`src/rtl/e1cas_pkg.sv`:
```
package e1cas_pkg;
    localparam int TS_BITS  = 8;
    localparam int NUM_TS   = 32;
    localparam int NUM_FRM  = 16;
    localparam int NIB_W    = TS_BITS / 2;
    localparam int FRM_LEN  = TS_BITS * NUM_TS;
    localparam int BIT_W    = $clog2(FRM_LEN);
    localparam int SLOT_W   = $clog2(TS_BITS);
    localparam int TS_W     = $clog2(NUM_TS);
    localparam int FRM_W    = $clog2(NUM_FRM);

    localparam logic [TS_W-1:0]  SIG_TS   = TS_W'(NUM_TS / 2);
    localparam logic [TS_W-1:0]  FAS_TS   = '0;
    localparam logic [FRM_W-1:0] FRM_LAST = FRM_W'(NUM_FRM - 1);

    typedef logic [NUM_TS-1:0][NIB_W-1:0] nib_bank_t;
    typedef logic [TS_BITS-1:0]            slot_byte_t;

    typedef struct packed {
        logic [BIT_W-1:0] bit_idx;
        logic [FRM_W-1:0] frame;
    } pos_t;
endpackage

```
`src/rtl/e1cas_timing.sv`:
```
module e1cas_timing
    import e1cas_pkg::*;
(
    input  logic clk,
    input  logic rst_n,
    input  logic fsync,
    input  logic mfsync,
    output pos_t cur,
    output logic last_frame,
    output logic mf_start
);
    pos_t pos_d, pos_q;

    always_comb begin
        pos_d = pos_q;
        pos_d.bit_idx = fsync ? '0 : pos_q.bit_idx + 1'b1;
        if (fsync && mfsync)
            pos_d.frame = '0;
        else if (pos_d.bit_idx == '0)
            pos_d.frame = pos_q.frame + 1'b1;
    end

    always_ff @(posedge clk or negedge rst_n) begin
        if (!rst_n) begin
            pos_q.bit_idx <= '1;
            pos_q.frame   <= '1;
        end else begin
            pos_q <= pos_d;
        end
    end

    assign cur        = pos_d;
    assign last_frame = (pos_d.frame == FRM_LAST);
    assign mf_start   = (pos_d.frame == '0) && (pos_d.bit_idx == '0);
endmodule

```
`src/rtl/e1cas_capture.sv`:
```
module e1cas_capture
    import e1cas_pkg::*;
(
    input  logic       clk,
    input  logic       rst_n,
    input  logic       sig_in,
    input  pos_t       cur,
    input  logic       last_frame,
    input  logic       mf_start,
    output nib_bank_t  act_nib,
    output slot_byte_t act_b16
);
    typedef struct packed {
        nib_bank_t  sh_nib;
        slot_byte_t sh_b16;
        nib_bank_t  ac_nib;
        slot_byte_t ac_b16;
    } cap_t;

    cap_t cap_d, cap_q;
    logic [TS_W-1:0]   ts;
    logic [SLOT_W-1:0] k;

    assign ts = cur.bit_idx[BIT_W-1:SLOT_W];
    assign k  = cur.bit_idx[SLOT_W-1:0];

    always_comb begin
        cap_d = cap_q;
        if (last_frame) begin
            if (ts == SIG_TS)
                cap_d.sh_b16[~k] = sig_in;
            else if (ts != FAS_TS && k[SLOT_W-1])
                cap_d.sh_nib[ts][~k[SLOT_W-2:0]] = sig_in;
        end
        if (mf_start) begin
            cap_d.ac_nib = cap_q.sh_nib;
            cap_d.ac_b16 = cap_q.sh_b16;
        end
    end

    always_ff @(posedge clk or negedge rst_n) begin
        if (!rst_n)
            cap_q <= '0;
        else
            cap_q <= cap_d;
    end

    assign act_nib = cap_q.ac_nib;
    assign act_b16 = cap_q.ac_b16;


    shadow_hold_chk: assert property (@(posedge clk) disable iff (!rst_n)
        !last_frame |=> ($stable(cap_q.sh_nib) && $stable(cap_q.sh_b16)));


    active_hold_chk: assert property (@(posedge clk) disable iff (!rst_n)
        !mf_start |=> ($stable(cap_q.ac_nib) && $stable(cap_q.ac_b16)));
endmodule

```
`src/rtl/e1cas_regbank.sv`:
```
module e1cas_regbank
    import e1cas_pkg::*;
(
    input  logic               clk,
    input  logic               rst_n,
    input  logic               we,
    input  logic [TS_W-1:0]    ts,
    input  logic [NIB_W-1:0]   abcd,
    input  logic               own,
    output nib_bank_t          reg_nib,
    output logic [NUM_TS-1:0]  own_mask
);
    typedef struct packed {
        nib_bank_t          nib;
        logic [NUM_TS-1:0]  mask;
    } rb_t;

    rb_t rb_d, rb_q;

    always_comb begin
        rb_d = rb_q;
        if (we && ts != FAS_TS && ts != SIG_TS) begin
            rb_d.nib[ts]  = abcd;
            rb_d.mask[ts] = own;
        end
    end

    always_ff @(posedge clk or negedge rst_n) begin
        if (!rst_n)
            rb_q <= '0;
        else
            rb_q <= rb_d;
    end

    assign reg_nib  = rb_q.nib;
    assign own_mask = rb_q.mask;


    reg_hold_chk: assert property (@(posedge clk) disable iff (!rst_n)
        !we |=> $stable(rb_q));
endmodule

```
`src/rtl/e1cas_insert.sv`:
```
module e1cas_insert
    import e1cas_pkg::*;
(
    input  logic               clk,
    input  logic               rst_n,
    input  logic               cas_en,
    input  logic               pcm_in,
    input  pos_t               cur,
    input  nib_bank_t          act_nib,
    input  slot_byte_t         act_b16,
    input  nib_bank_t          reg_nib,
    input  logic [NUM_TS-1:0]  own_mask,
    output logic               pcm_out
);
    typedef struct packed {
        logic dout;
    } ins_t;

    ins_t ins_d, ins_q;
    logic [TS_W-1:0]   ts;
    logic [SLOT_W-1:0] k;
    logic [TS_W-1:0]   ch;
    logic [NIB_W-1:0]  nib;
    logic              sig_bit;

    assign ts = cur.bit_idx[BIT_W-1:SLOT_W];
    assign k  = cur.bit_idx[SLOT_W-1:0];
    // Upper half of the slot carries channel n+16, i.e. the top channel bit set.
    assign ch = {k[SLOT_W-1], cur.frame};

    always_comb begin
        nib     = own_mask[ch] ? reg_nib[ch] : act_nib[ch];
        sig_bit = (cur.frame == '0) ? act_b16[~k] : nib[~k[SLOT_W-2:0]];
        ins_d      = ins_q;
        ins_d.dout = (cas_en && ts == SIG_TS) ? sig_bit : pcm_in;
    end

    always_ff @(posedge clk or negedge rst_n) begin
        if (!rst_n)
            ins_q.dout <= 1'b1;
        else
            ins_q <= ins_d;
    end

    assign pcm_out = ins_q.dout;


    bypass_chk: assert property (@(posedge clk) disable iff (!rst_n)
        !cas_en |=> (pcm_out == $past(pcm_in)));


    non_sig_slot_chk: assert property (@(posedge clk) disable iff (!rst_n)
        (cas_en && ts != SIG_TS) |=> (pcm_out == $past(pcm_in)));
endmodule

```
`src/rtl/e1_cas_inserter.sv`:
```
module e1_cas_inserter
    import e1cas_pkg::*;
(
    input  logic             clk,
    input  logic             rst_n,
    input  logic             fsync,
    input  logic             mfsync,
    input  logic             cas_en,
    input  logic             pcm_in,
    input  logic             sig_in,
    input  logic             reg_we,
    input  logic [TS_W-1:0]  reg_ts,
    input  logic [NIB_W-1:0] reg_abcd,
    input  logic             reg_own,
    output logic             pcm_out
);
    pos_t              cur;
    logic              last_frame;
    logic              mf_start;
    nib_bank_t         act_nib;
    slot_byte_t        act_b16;
    nib_bank_t         reg_nib;
    logic [NUM_TS-1:0] own_mask;

    e1cas_timing u_timing (
        .clk        (clk),
        .rst_n      (rst_n),
        .fsync      (fsync),
        .mfsync     (mfsync),
        .cur        (cur),
        .last_frame (last_frame),
        .mf_start   (mf_start)
    );

    e1cas_capture u_capture (
        .clk        (clk),
        .rst_n      (rst_n),
        .sig_in     (sig_in),
        .cur        (cur),
        .last_frame (last_frame),
        .mf_start   (mf_start),
        .act_nib    (act_nib),
        .act_b16    (act_b16)
    );

    e1cas_regbank u_regbank (
        .clk      (clk),
        .rst_n    (rst_n),
        .we       (reg_we),
        .ts       (reg_ts),
        .abcd     (reg_abcd),
        .own      (reg_own),
        .reg_nib  (reg_nib),
        .own_mask (own_mask)
    );

    e1cas_insert u_insert (
        .clk      (clk),
        .rst_n    (rst_n),
        .cas_en   (cas_en),
        .pcm_in   (pcm_in),
        .cur      (cur),
        .act_nib  (act_nib),
        .act_b16  (act_b16),
        .reg_nib  (reg_nib),
        .own_mask (own_mask),
        .pcm_out  (pcm_out)
    );


    reset_idle_chk: assert property (@(posedge clk)
        !rst_n |=> (!rst_n || $past(pcm_out) == 1'b1));
endmodule

```
`config.mk`:
```
export PLATFORM = sky130hd
export DESIGN_NAME = e1_cas_inserter
export DESIGN_NICKNAME = d
export VERILOG_FILES = /design/src/rtl/e1cas_pkg.sv /design/src/rtl/e1cas_timing.sv /design/src/rtl/e1cas_capture.sv /design/src/rtl/e1cas_regbank.sv /design/src/rtl/e1cas_insert.sv /design/src/rtl/e1_cas_inserter.sv
export SDC_FILE = /design/constraint.sdc
export NUM_CORES = 1
export LEC_CHECK = 0
export BUFFER_PORTS_ARGS = -buffer_cell sky130_fd_sc_hd__buf_2
export CAP_MARGIN = 20
export CORE_AREA = 2 2 265 136
export CTS_CLUSTER_SIZE = 24
export DETAILED_ROUTE_END_ITERATION = 8
export DIE_AREA = 0 0 267 138
export PLACE_DENSITY = 0.87
export SYNTH_ARGS = -nofsm -noshare
export SYNTH_HDL_FRONTEND = slang
export SYNTH_HIERARCHICAL = 1
export SYNTH_SLANG_ARGS = --single-unit
```
`constraint.sdc`:
```
create_clock -name clk -period 5.4 [get_ports clk]
set_clock_uncertainty 0.1 [all_clocks]
set_input_delay 1.35 -clock clk [delete_from_list [all_inputs] [get_ports clk]]
set_output_delay 1.35 -clock clk [all_outputs]
set_load 0.01 [all_outputs]
```
==> results.yml, run 1 <==
cts:
  cts_root_buf: "clkbuf_16"
  cts.path.max_buffers: 3
  cts_made_buffers: 37
  htree_levels: 2
  cts_hold_buf: 0
  cts_setup_buffers: 0
  cts_num_sinks: 445
  cts_repair_resize_count: 0
  clkSlewWorstSetupHoldPaths_ns: 0.07
  cts_tree: "built"
  clock_latency_ns: 0.55
yosys:
  yosysSeqAreaShare_pct: 50.95
  synthArstFlopShare_pct: 100.0
  netlist_top_cells_area: "dfrtp_1, mux2_2, mux4_2, buf_4, nand4b_1"
  synth_edf_count: 0
  yosysMostFrequentCell: "dfrtp_1"
  synth_top_cell_area_share_pct: 49.39
  synthCells: 1624
  synth_area_um2: 21890
  ys.flop_type: "dfrtp_1"
  ys_warn_count: 6
  yosysUniqueCellTypes: 70
  avgSynthCellArea_um2: 13.48
  syn-num-nets: 1644
  synthTopCellsByCount: "dfrtp_1, mux2_2, buf_4"
  yosysTopAreaCell: "dfrtp_1"
  ys_ff_latch: 445
timing:
  setup_tns_ns: 0
  hold_violations: 0
  setup_viol: 0
  fmax_ghz: 0.2213
  rsz0062_at_grt: "no"
  fin_crit_sh_pct: 83.67
  worst_pin_slew_ns: 1.106
  timing.final.ws_setup_ns: 0.8820
  relSlewSlack_pct: 25.20
  maxSlewViolCount: 0
  fin_crit_ns: 4.518
drt:
  vias_per_cell: 6.740
  final_antenna_net_count: 0
  drt-pass1-iter-count: 6
  wl_per_cell_um: 26.36
  routed_wl_um: 51210
  drt_iter0_drc: 1617
  vias: 13096
  drc: 0
floorplanning:
  chipHeight_um: 138
  start_util_pct: 62.52
  rows: 49
  die_area_um2: 36850
  fp.dieW_um: 267
  num_io_pins: 19
  coreArea_um2: 35010
flow_run:
  maxCapViolCount: 0
power_and_ir_drop:
  power.internal_mw: 5.995
  p_switching_mw: 2.376
  comb_power_share_pct: 21.7
  vdd_drop_max_uv: 285.4
  leakagePower_nw: 10.24
  pwr_density_cell_nw_per_um2: 369.9
  swShare_pct: 28.38
  pwr-share-clk_pct: 33.9
  power_frac_seq_pct: 44.4
setup_path:
  worst_r2r_path_depth: 14
  start_kind: "register"
  setup.worst_path.end_class: "register"
  crit_path_max_fanout: 14
  cp.arrival_ns: 4.88
  critPathRequiredTime_ns: 5.76
  path_class: "register to register"
global_routing:
  grt.total_usage_pct: 28.44
  grt_overflow_total: 0
  antenna_found_initial: 1
  grt_pass1_wl_um: 80660
  grt_max_degree: 119
  grt_pass1_vias: 13350
final_layout:
  utilization_pct: 64.64
  drive_gt1_share_pct: 42.49
  final_cell_count_no_fill: 1943
  final_cell_area_um2: 22630
  antenna_cells: 0
  syn2layout_area_growth_pct: 3.390
  nets: 1451
placed_design:
  place_area_um2: 21350
  gp_congestion: 0.9157
  dpl.hpwl_um: 33730
  placed_cells: 1876
  pre_cts_slack_ns: 0.7386
  portBuffers: 18
min_path:
  hold_class: "register to register"
  whs_path_depth: 0
outcome:
  status: "finished, final reports clean"
final timing paths:
| kind | to | from | slack (ns) |
|---|---|---|---|
| max | u_insert/pcm_out | u_timing/pos_q[4] | 0.88 |
| min | u_capture/cap_q[147] | u_capture/cap_q[147] | 0.27 |
| max reg2reg | u_insert/pcm_out | u_timing/pos_q[4] | 0.88 |
| min reg2reg | u_capture/cap_q[147] | u_capture/cap_q[147] | 0.27 |
| max in group asynchronous | u_capture/act_nib[74] | rst_n | 3.26 |
| min in group asynchronous | u_capture/act_b16[2] | rst_n | 0.74 |
metal layers:
metal / GRT usage [%] / wire, um / part of all wire [%]
met3: 11.60 / 6882 / 13
met5: 0 / 16 / 0.031
met2: 36.75 / 20890 / 41
met1: 44.73 / 22500 / 44
met4: 5.943 / 912 / 1.8
stage by stage:
stage / hold slack [ns] / power, mW
2_1_floorplan: 0.3237 / 5.028
3_3_place_gp: 0.2601 / 5.488
3_5_place_dp: 0.2622 / 5.559
4_1_cts: 0.2789 / 8.376
5_1_grt: 0.2885 / 8.679
6_report: 0.2718 / 8.370
placed cells by master (no fill, tap or decap), types with 12 or more instances in the layout:
cell type	synthesis	final
dfrtp_1	432	432
mux2_2	398	398
nand4_1	66	66
mux4_2	60	60
nand4b_1	54	54
clkbuf_16	0	39
nor2_1	40	35
nand2_1	33	33
buf_4	142	30
mux2i_1	28	28
mux2_1	19	19
nor3_1	17	17
nor2b_1	17	17
buf_2	40	16
dfstp_2	13	13
nand2b_1	12	12
cell type report:
cell class / instances / area (um2)
fill: 2375 / 12380
inverter: 2 / 7.507
tap: 484 / 605.6
sequential: 445 / 11150
timing repair buffer: 57 / 520.5
clock inverter: 12 / 148.9
multi-input combinational: 888 / 9067
clock buffer: 55 / 1126
flip-flops by register name, indices dropped and copies added (netlist names):
name and cells:
u_capture/act_b16 8, u_capture/act_nib 128, u_capture/cap_q 136, u_insert/pcm_out 1, u_regbank/own_mask 32, u_regbank/reg_nib 128
u_timing/pos_q 12
cell families (layout without fill, tap and decap cells):
logic type                 after synthesis  after routing  share of synthesized area [%]
adders and majority gates                2              2                         0.1143
muxes                                  511            511                          29.53
DFF                                    445            445                          50.95
buffers and inverters                  291            126                          7.964
AOI/OAI and AO/OA                       57             57                          2.064
and+or+nand+nor                        307            307                          8.936
xor gates and xnor gates                11             11                         0.4402
critical path: stages, from the launching register on:
cell      delay [ns]
dfstp_2         0.57
ha_1            0.26
or4b_4          0.49
o22ai_2         0.25
a31oi_4         0.19
xor2_1          0.21
a21oi_4         0.18
buf_4           0.31
or3b_1          0.51
o221ai_2        0.27
a21oi_1         0.13
a211o_1         0.39
a221oi_2        0.20
a211oi_1        0.08
o31ai_1         0.28
power groups by stage:
stage | Combinational [mW] | Clock (mW) | Sequential (mW)
finish | 1.82 | 2.84 | 3.72
global route | 1.92 | 3.02 | 3.74
CTS | 1.80 | 2.87 | 3.71
detailed placement | 1.79 | 0 | 3.77
global placement | 1.73 | 0 | 3.76
floorplan | 1.31 | 0 | 3.71
No activity file was read; power rests on OpenSTA's default activity.
==> run 2, diff against run 1 <==
--- a/config.mk
+++ b/config.mk
@@ -7,11 +7,11 @@
 export LEC_CHECK = 0
 export BUFFER_PORTS_ARGS = -buffer_cell sky130_fd_sc_hd__buf_2
 export CAP_MARGIN = 20
-export CORE_AREA = 2 2 265 136
+export CORE_AREA = 2 2 278 143
 export CTS_CLUSTER_SIZE = 24
 export DETAILED_ROUTE_END_ITERATION = 8
-export DIE_AREA = 0 0 267 138
-export PLACE_DENSITY = 0.87
+export DIE_AREA = 0 0 280 145
+export PLACE_DENSITY = 0.83
 export SYNTH_ARGS = -nofsm -noshare
 export SYNTH_HDL_FRONTEND = slang
 export SYNTH_HIERARCHICAL = 1
==> constraint.sdc (replaced) <==
create_clock -name clk -period 3.7 [get_ports clk]
set_clock_uncertainty 0.1 [all_clocks]
set_input_delay 0.925 -clock clk [delete_from_list [all_inputs] [get_ports clk]]
set_output_delay 0.925 -clock clk [all_outputs]
set_load 0.01 [all_outputs]
==> results.yml, run 2 (synthesis results as in run 1) <==
final_layout:
  drive_gt1_share_pct: 50.92
  largest_reg_flops: 136
  layout_common_cells: "dfrtp_1, mux2_2, buf_4"
  seq_area_um2: 11150
  final_cell_count_no_fill: 2086
  nets: 1579
  final_cell_area_um2: 24640
  multi_input_area_um2: 9663
  final_common_cell: "dfrtp_1"
  nFillCells: 2528
  utilization_pct: 64.46
  syn2layout_area_growth_pct: 12.58
  antenna_cells: 0
  regMostFlops: "u_capture/cap_q"
timing:
  worst_pin_slew_ns: 1.138
  fin_crit_sh_pct: 112.7
  rsz0062_at_grt: "yes"
  relSlewSlack_pct: 24.15
  fin_crit_ns: 4.171
  timing.final.ws_setup_ns: -0.4714
  maxSlewViolCount: 0
  setup_tns_ns: -38.79
  hold_violations: 0
  setup_viol: 129
  timing.hold.ws_ns: 0.2770
  fmax_ghz: 0.2397
setup_path:
  worstReg2RegEnd: "u_insert/pcm_out"
  critPathRequiredTime_ns: 4.07
  critPathSlowestCell: "dfstp_2"
  crit_path_max_fanout: 9
  cp.arrival_ns: 4.55
  setup.worst_path.end_class: "register"
  worst_r2r_path_depth: 14
  start_kind: "register"
  worst_path_largest_cell_delay_ns: 0.57
  worstPathCellList: "ha_4 > or4b_4 > o22ai_4 > buf_6 > a31oi_4 > xor2_2 > a21oi_4 > buf_12 > buf_4 > mux4_2 > a21oi_1 > a21oi_1 > a211oi_1 > o31ai_2"
  r2r_setup_slack_ns: -0.47
  crit_path_frequent_cell: "a21oi_1"
  path_class: "register to register"
  reg2reg_from: "u_timing/pos_q[4]"
power_and_ir_drop:
  power_mw: 13.23
  vdd_drop_max_uv: 355.7
  leakagePower_nw: 11.30
  pwr_density_cell_nw_per_um2: 536.9
drt:
  drt-pass1-iter-count: 6
  drc: 0
  routed_wl_um: 60060
  final_antenna_net_count: 0
  vias_per_cell: 6.711
  wl_per_cell_um: 28.79
  drt_iter0_drc: 1685
  vias: 14000
cts:
  htree_levels: 2
  cts_made_buffers: 37
  cts_num_sinks: 445
  cts_tree: "built"
  cts_root_buf: "clkbuf_16"
  clock_latency_ns: 0.54
  cts.path.max_buffers: 3
  clkSlewWorstSetupHoldPaths_ns: 0.08
placed_design:
  place_area_um2: 22160
  gp_congestion: 0.9468
  pre_cts_slack_ns: -0.5102
  portBuffers: 18
  dpl.hpwl_um: 37030
  placed_cells: 1983
floorplanning:
  num_io_pins: 19
  fp.dieW_um: 280
  chipHeight_um: 145
  start_util_pct: 57.26
  rows: 51
  die_area_um2: 40600
  coreArea_um2: 38220
global_routing:
  grt_max_degree: 94
  grt_pass1_vias: 14205
  grt_pass1_wl_um: 88150
  grt.total_usage_pct: 28.38
  antenna_found_initial: 1
  grt_overflow_total: 0
min_path:
  min_to: "u_regbank/own_mask[16]"
  whs_path_depth: 0
  hold_start: "u_regbank/own_mask[16]"
  hold_class: "register to register"
flow_run:
  maxCapViolCount: 0
outcome:
  status: "finished with violations"
  violations: "setup timing"
## run 2: changes by cell type in the layout (fill, tap and decap cells not counted), moves of 6 or more
cell | previous run | this run
buf_4 | 30 | 109
nor3_1 | 17 | 5
nor4_4 | 0 | 6
nor4_1 | 8 | 1
buf_6 | 0 | 14
mux2_4 | 2 | 33
mux2_1 | 19 | 6
nor3_4 | 0 | 12
buf_8 | 1 | 9
buf_12 | 10 | 29
mux2_2 | 398 | 380
## run 2: routing by layer
| metal | global-route usage (%) | vias up | wire (um) |
|---|---|---|---|
| li1 | - | 5688 | - |
| met1 | 43.30 | 7314 | 25580 |
| met2 | 37.80 | 886 | 24660 |
| met3 | 11.84 | 110 | 8753 |
| met4 | 5.348 | 2 | 984 |
| met5 | 0 | - | 80 |
## run 2: worst max-delay path, delay by kind of cell, from the launching register on
kind                     cells  cell delay (ns)
adder cells (fa/ha/maj)      1             0.22
multiplexers                 1             0.54
XOR/XNOR                     1             0.19
AO/OA/AOI/OAI                7             1.44
buffers and inverters        3             0.54
flip-flops                   1             0.57
AND/OR/NAND/NOR              1             0.49
## run 2: where the power goes
part | leakage (nW) | switching, mW | internal [mW] | total, mW
Combinational | 4.71 | 1.81 | 1.81 | 3.62
Sequential | 5.99 | 0.240 | 5.21 | 5.45
Clock | 0.598 | 1.81 | 2.34 | 4.15
## run 2: what timing repair did
| action | in CTS | in global routing |
|---|---|---|
| pin swaps | 23 | 14 |
| endpoints found under the hold margin | 0 | 0 |
| endpoints found under the setup margin | 128 | 129 |
| resized for setup | 101 | 57 |
| hold buffers | 0 | 0 |
| setup buffers | 16 | 12 |
| cloned | 4 | 8 |
## run 2: how the worst max path moves through the flow
stage	end	slack, ns	depth (start not counted)	from
2_1_floorplan	u_insert/pcm_out	-0.05	16	u_timing/pos_q[4]
3_3_place_gp	u_insert/pcm_out	-0.40	15	u_timing/pos_q[4]
3_5_place_dp	u_insert/pcm_out	-0.51	15	u_timing/pos_q[4]
4_1_cts	u_insert/pcm_out	-0.35	15	u_timing/pos_q[4]
5_1_grt	u_insert/pcm_out	-0.61	18	u_timing/pos_q[4]
6_report	u_insert/pcm_out	-0.47	14	u_timing/pos_q[4]
## run 2: layout make-up
class	instances	area share (%)
clock buffers	55	4.316
repair buffers	184	7.922
multi-input cells	889	39.22
inverters	2	0.03047
clock inverters	8	0.6957
flip-flops and latches	445	45.26
well taps	503	2.554
==> run 3, diff against run 2 <==
--- a/config.mk
+++ b/config.mk
@@ -11,6 +11,7 @@
 export CTS_CLUSTER_SIZE = 24
 export DETAILED_ROUTE_END_ITERATION = 8
 export DIE_AREA = 0 0 280 145
+export GPL_TIMING_DRIVEN = 0
 export PLACE_DENSITY = 0.83
 export SYNTH_ARGS = -nofsm -noshare
 export SYNTH_HDL_FRONTEND = slang
==> results.yml, run 3 (synthesis results as in run 1) <==
cts:
  clkSlewWorstSetupHoldPaths_ns: 0.07
  cts_hold_buf: 0
  htree_levels: 2
  cts_num_sinks: 445
  cts_tree: "built"
  cts_made_buffers: 40
  cts_root_buf: "clkbuf_16"
  cts.path.max_buffers: 3
  clock_latency_ns: 0.57
timing:
  maxSlewViolCount: 0
  hold_violations: 0
  setup_tns_ns: -20.62
  timing.final.ws_setup_ns: -0.6662
  timing.hold.ws_ns: 0.2573
  fin_crit_ns: 4.366
  fmax_ghz: 0.2290
  rsz0062_at_grt: "yes"
  worst_pin_slew_ns: 1.005
  setup_viol: 115
  fin_crit_sh_pct: 118.0
  relSlewSlack_pct: 32.75
drt:
  vias_per_cell: 6.547
  drc: 0
  wl_per_cell_um: 29.25
  drt_iter0_drc: 1786
  routed_wl_um: 65610
  vias: 14685
  final_antenna_net_count: 0
  drt-pass1-iter-count: 5
placed_design:
  portBuffers: 11
  dpl.hpwl_um: 45590
  gp_congestion: 0.9779
  pre_cts_slack_ns: -1.377
global_routing:
  grt.total_usage_pct: 32.66
  grt_pass1_wl_um: 96950
  grt_max_degree: 127
  grt_overflow_total: 0
  antenna_found_initial: 3
  grt_pass1_vias: 14924
final_layout:
  layout_common_cells: "dfrtp_1, mux2_2, buf_4"
  syn2layout_area_growth_pct: 15.96
  nets: 1726
  final_common_cell: "dfrtp_1"
  utilization_pct: 66.40
  largest_reg_flops: 136
  regMostFlops: "u_capture/cap_q"
  drive_gt1_share_pct: 49.77
power_and_ir_drop:
  power_frac_seq_pct: 39.7
  power_mw: 13.67
  vdd_drop_max_uv: 507.5
  pwr-share-clk_pct: 33.7
  comb_power_share_pct: 26.6
  leakagePower_nw: 11.84
  power.internal_mw: 9.426
  pwr_density_cell_nw_per_um2: 538.5
  swShare_pct: 31.02
  p_switching_mw: 4.239
setup_path:
  start_kind: "register"
  cp_top_family: "compound AO/OA/AOI/OAI gates"
  worstPathCellList: "ha_4 > or4b_4 > o22ai_4 > a31oi_4 > o31a_2 > a21oi_2 > clkbuf_4 > clkbuf_4 > nand2_1 > nand4_1 > o311ai_1 > a2111oi_2 > mux2i_1 > o31ai_2"
  path_buf_inv: 2
  cp.arrival_ns: 4.73
  setup.worst_path.end_class: "register"
  critPathSlowestCell: "dfstp_2"
  path_class: "register to register"
  crit_path_max_fanout: 10
  r2r_setup_slack_ns: -0.67
  worst_path_largest_cell_delay_ns: 0.56
  crit_path_frequent_cell: "clkbuf_4"
  critPathRequiredTime_ns: 4.06
floorplanning:
  chipHeight_um: 145
  num_io_pins: 19
  coreArea_um2: 38220
  start_util_pct: 57.26
  die_area_um2: 40600
  rows: 51
  fp.dieW_um: 280
min_path:
  hold_class: "primary input to asynchronous set/reset pin"
flow_run:
  maxCapViolCount: 0
outcome:
  status: "finished with violations"
  violations: "setup timing"
[run 3: cell types whose count changed in the layout (fill, tap and decap cells not counted), moves of 5 or more]
cell      change
clkbuf_1     +78
buf_4        +46
buf_2        +13
buf_12       -12
buf_1         +6
mux2_4        +6
mux2_2        -5
nor2_1        +5
[run 3: timing repair]
item	in CTS	in global routing
setup buffers	25	2
pin swaps	28	4
setup endpoints to repair	211	199
gates cloned	2	1
endpoints found under the hold margin	0	0
resized for setup	205	23
[run 3: per-layer routing]
metal,GRT usage (%),share of wire [%],vias up
met3,18.71,18,134
li1,-,-,5995
met2,40.62,38,900
met4,6.257,2.0,4
met5,1.832,0.17,-
met1,48.76,43,7652
[run 3: power by group through the flow]
stage / combinational (mW) / clock (mW) / sequential, mW
2_1_floorplan: 1.94 / 0 / 5.42
3_3_place_gp: 2.92 / 0 / 5.46
3_5_place_dp: 3.00 / 0 / 5.49
4_1_cts: 3.45 / 4.65 / 5.41
5_1_grt: 3.72 / 4.87 / 5.46
6_report: 3.63 / 4.61 / 5.42
[run 3: area by class of cell]
cell class	count	area [um2]
Antenna cell	2	5.005
Buffer	285	2078
Clock buffer	59	1184
Clock inverter	15	244.0
Fill cell	2597	12840
Inverter	2	7.507
Multi-Input combinational cell	888	9598
Sequential cell	445	11150
Tap cell	503	629.4
Timing Repair Buffer	44	480.5
[run 3: path summary, 6_finish.rpt]
check                                   endpoint  cells after the start            startpoint
min in group clk            u_capture/cap_q[209]                      1  u_capture/cap_q[209]
hold reg to reg             u_capture/cap_q[209]                      1  u_capture/cap_q[209]
setup reg to reg                u_insert/pcm_out                     14     u_timing/pos_q[5]
max in group asynchronous  u_regbank/own_mask[4]                      2                 rst_n
hold / removal              u_capture/cap_q[173]                      1                 rst_n
setup / recovery                u_insert/pcm_out                     14     u_timing/pos_q[5]
[run 3: metrics by stage]
| step | instances | area, um2 |
|---|---|---|
| floorplan | 1624 | 21920 |
| global placement | 2138 | 22600 |
| detailed placement | 2141 | 22690 |
| CTS | 2238 | 25240 |
| global route | 2241 | 25370 |
| finish | 2243 | 25380 |
[run 3: worst register-to-register path, stage by stage, from the launching register on]
cell and delay (ns):
dfstp_2 0.56, ha_4 0.21, or4b_4 0.50, o22ai_4 0.20, a31oi_4 0.16, o31a_2 0.38
a21oi_2 0.25, clkbuf_4 0.32, clkbuf_4 0.30, nand2_1 0.08, nand4_1 0.11, o311ai_1 0.20
a2111oi_2 0.44, mux2i_1 0.17, o31ai_2 0.28
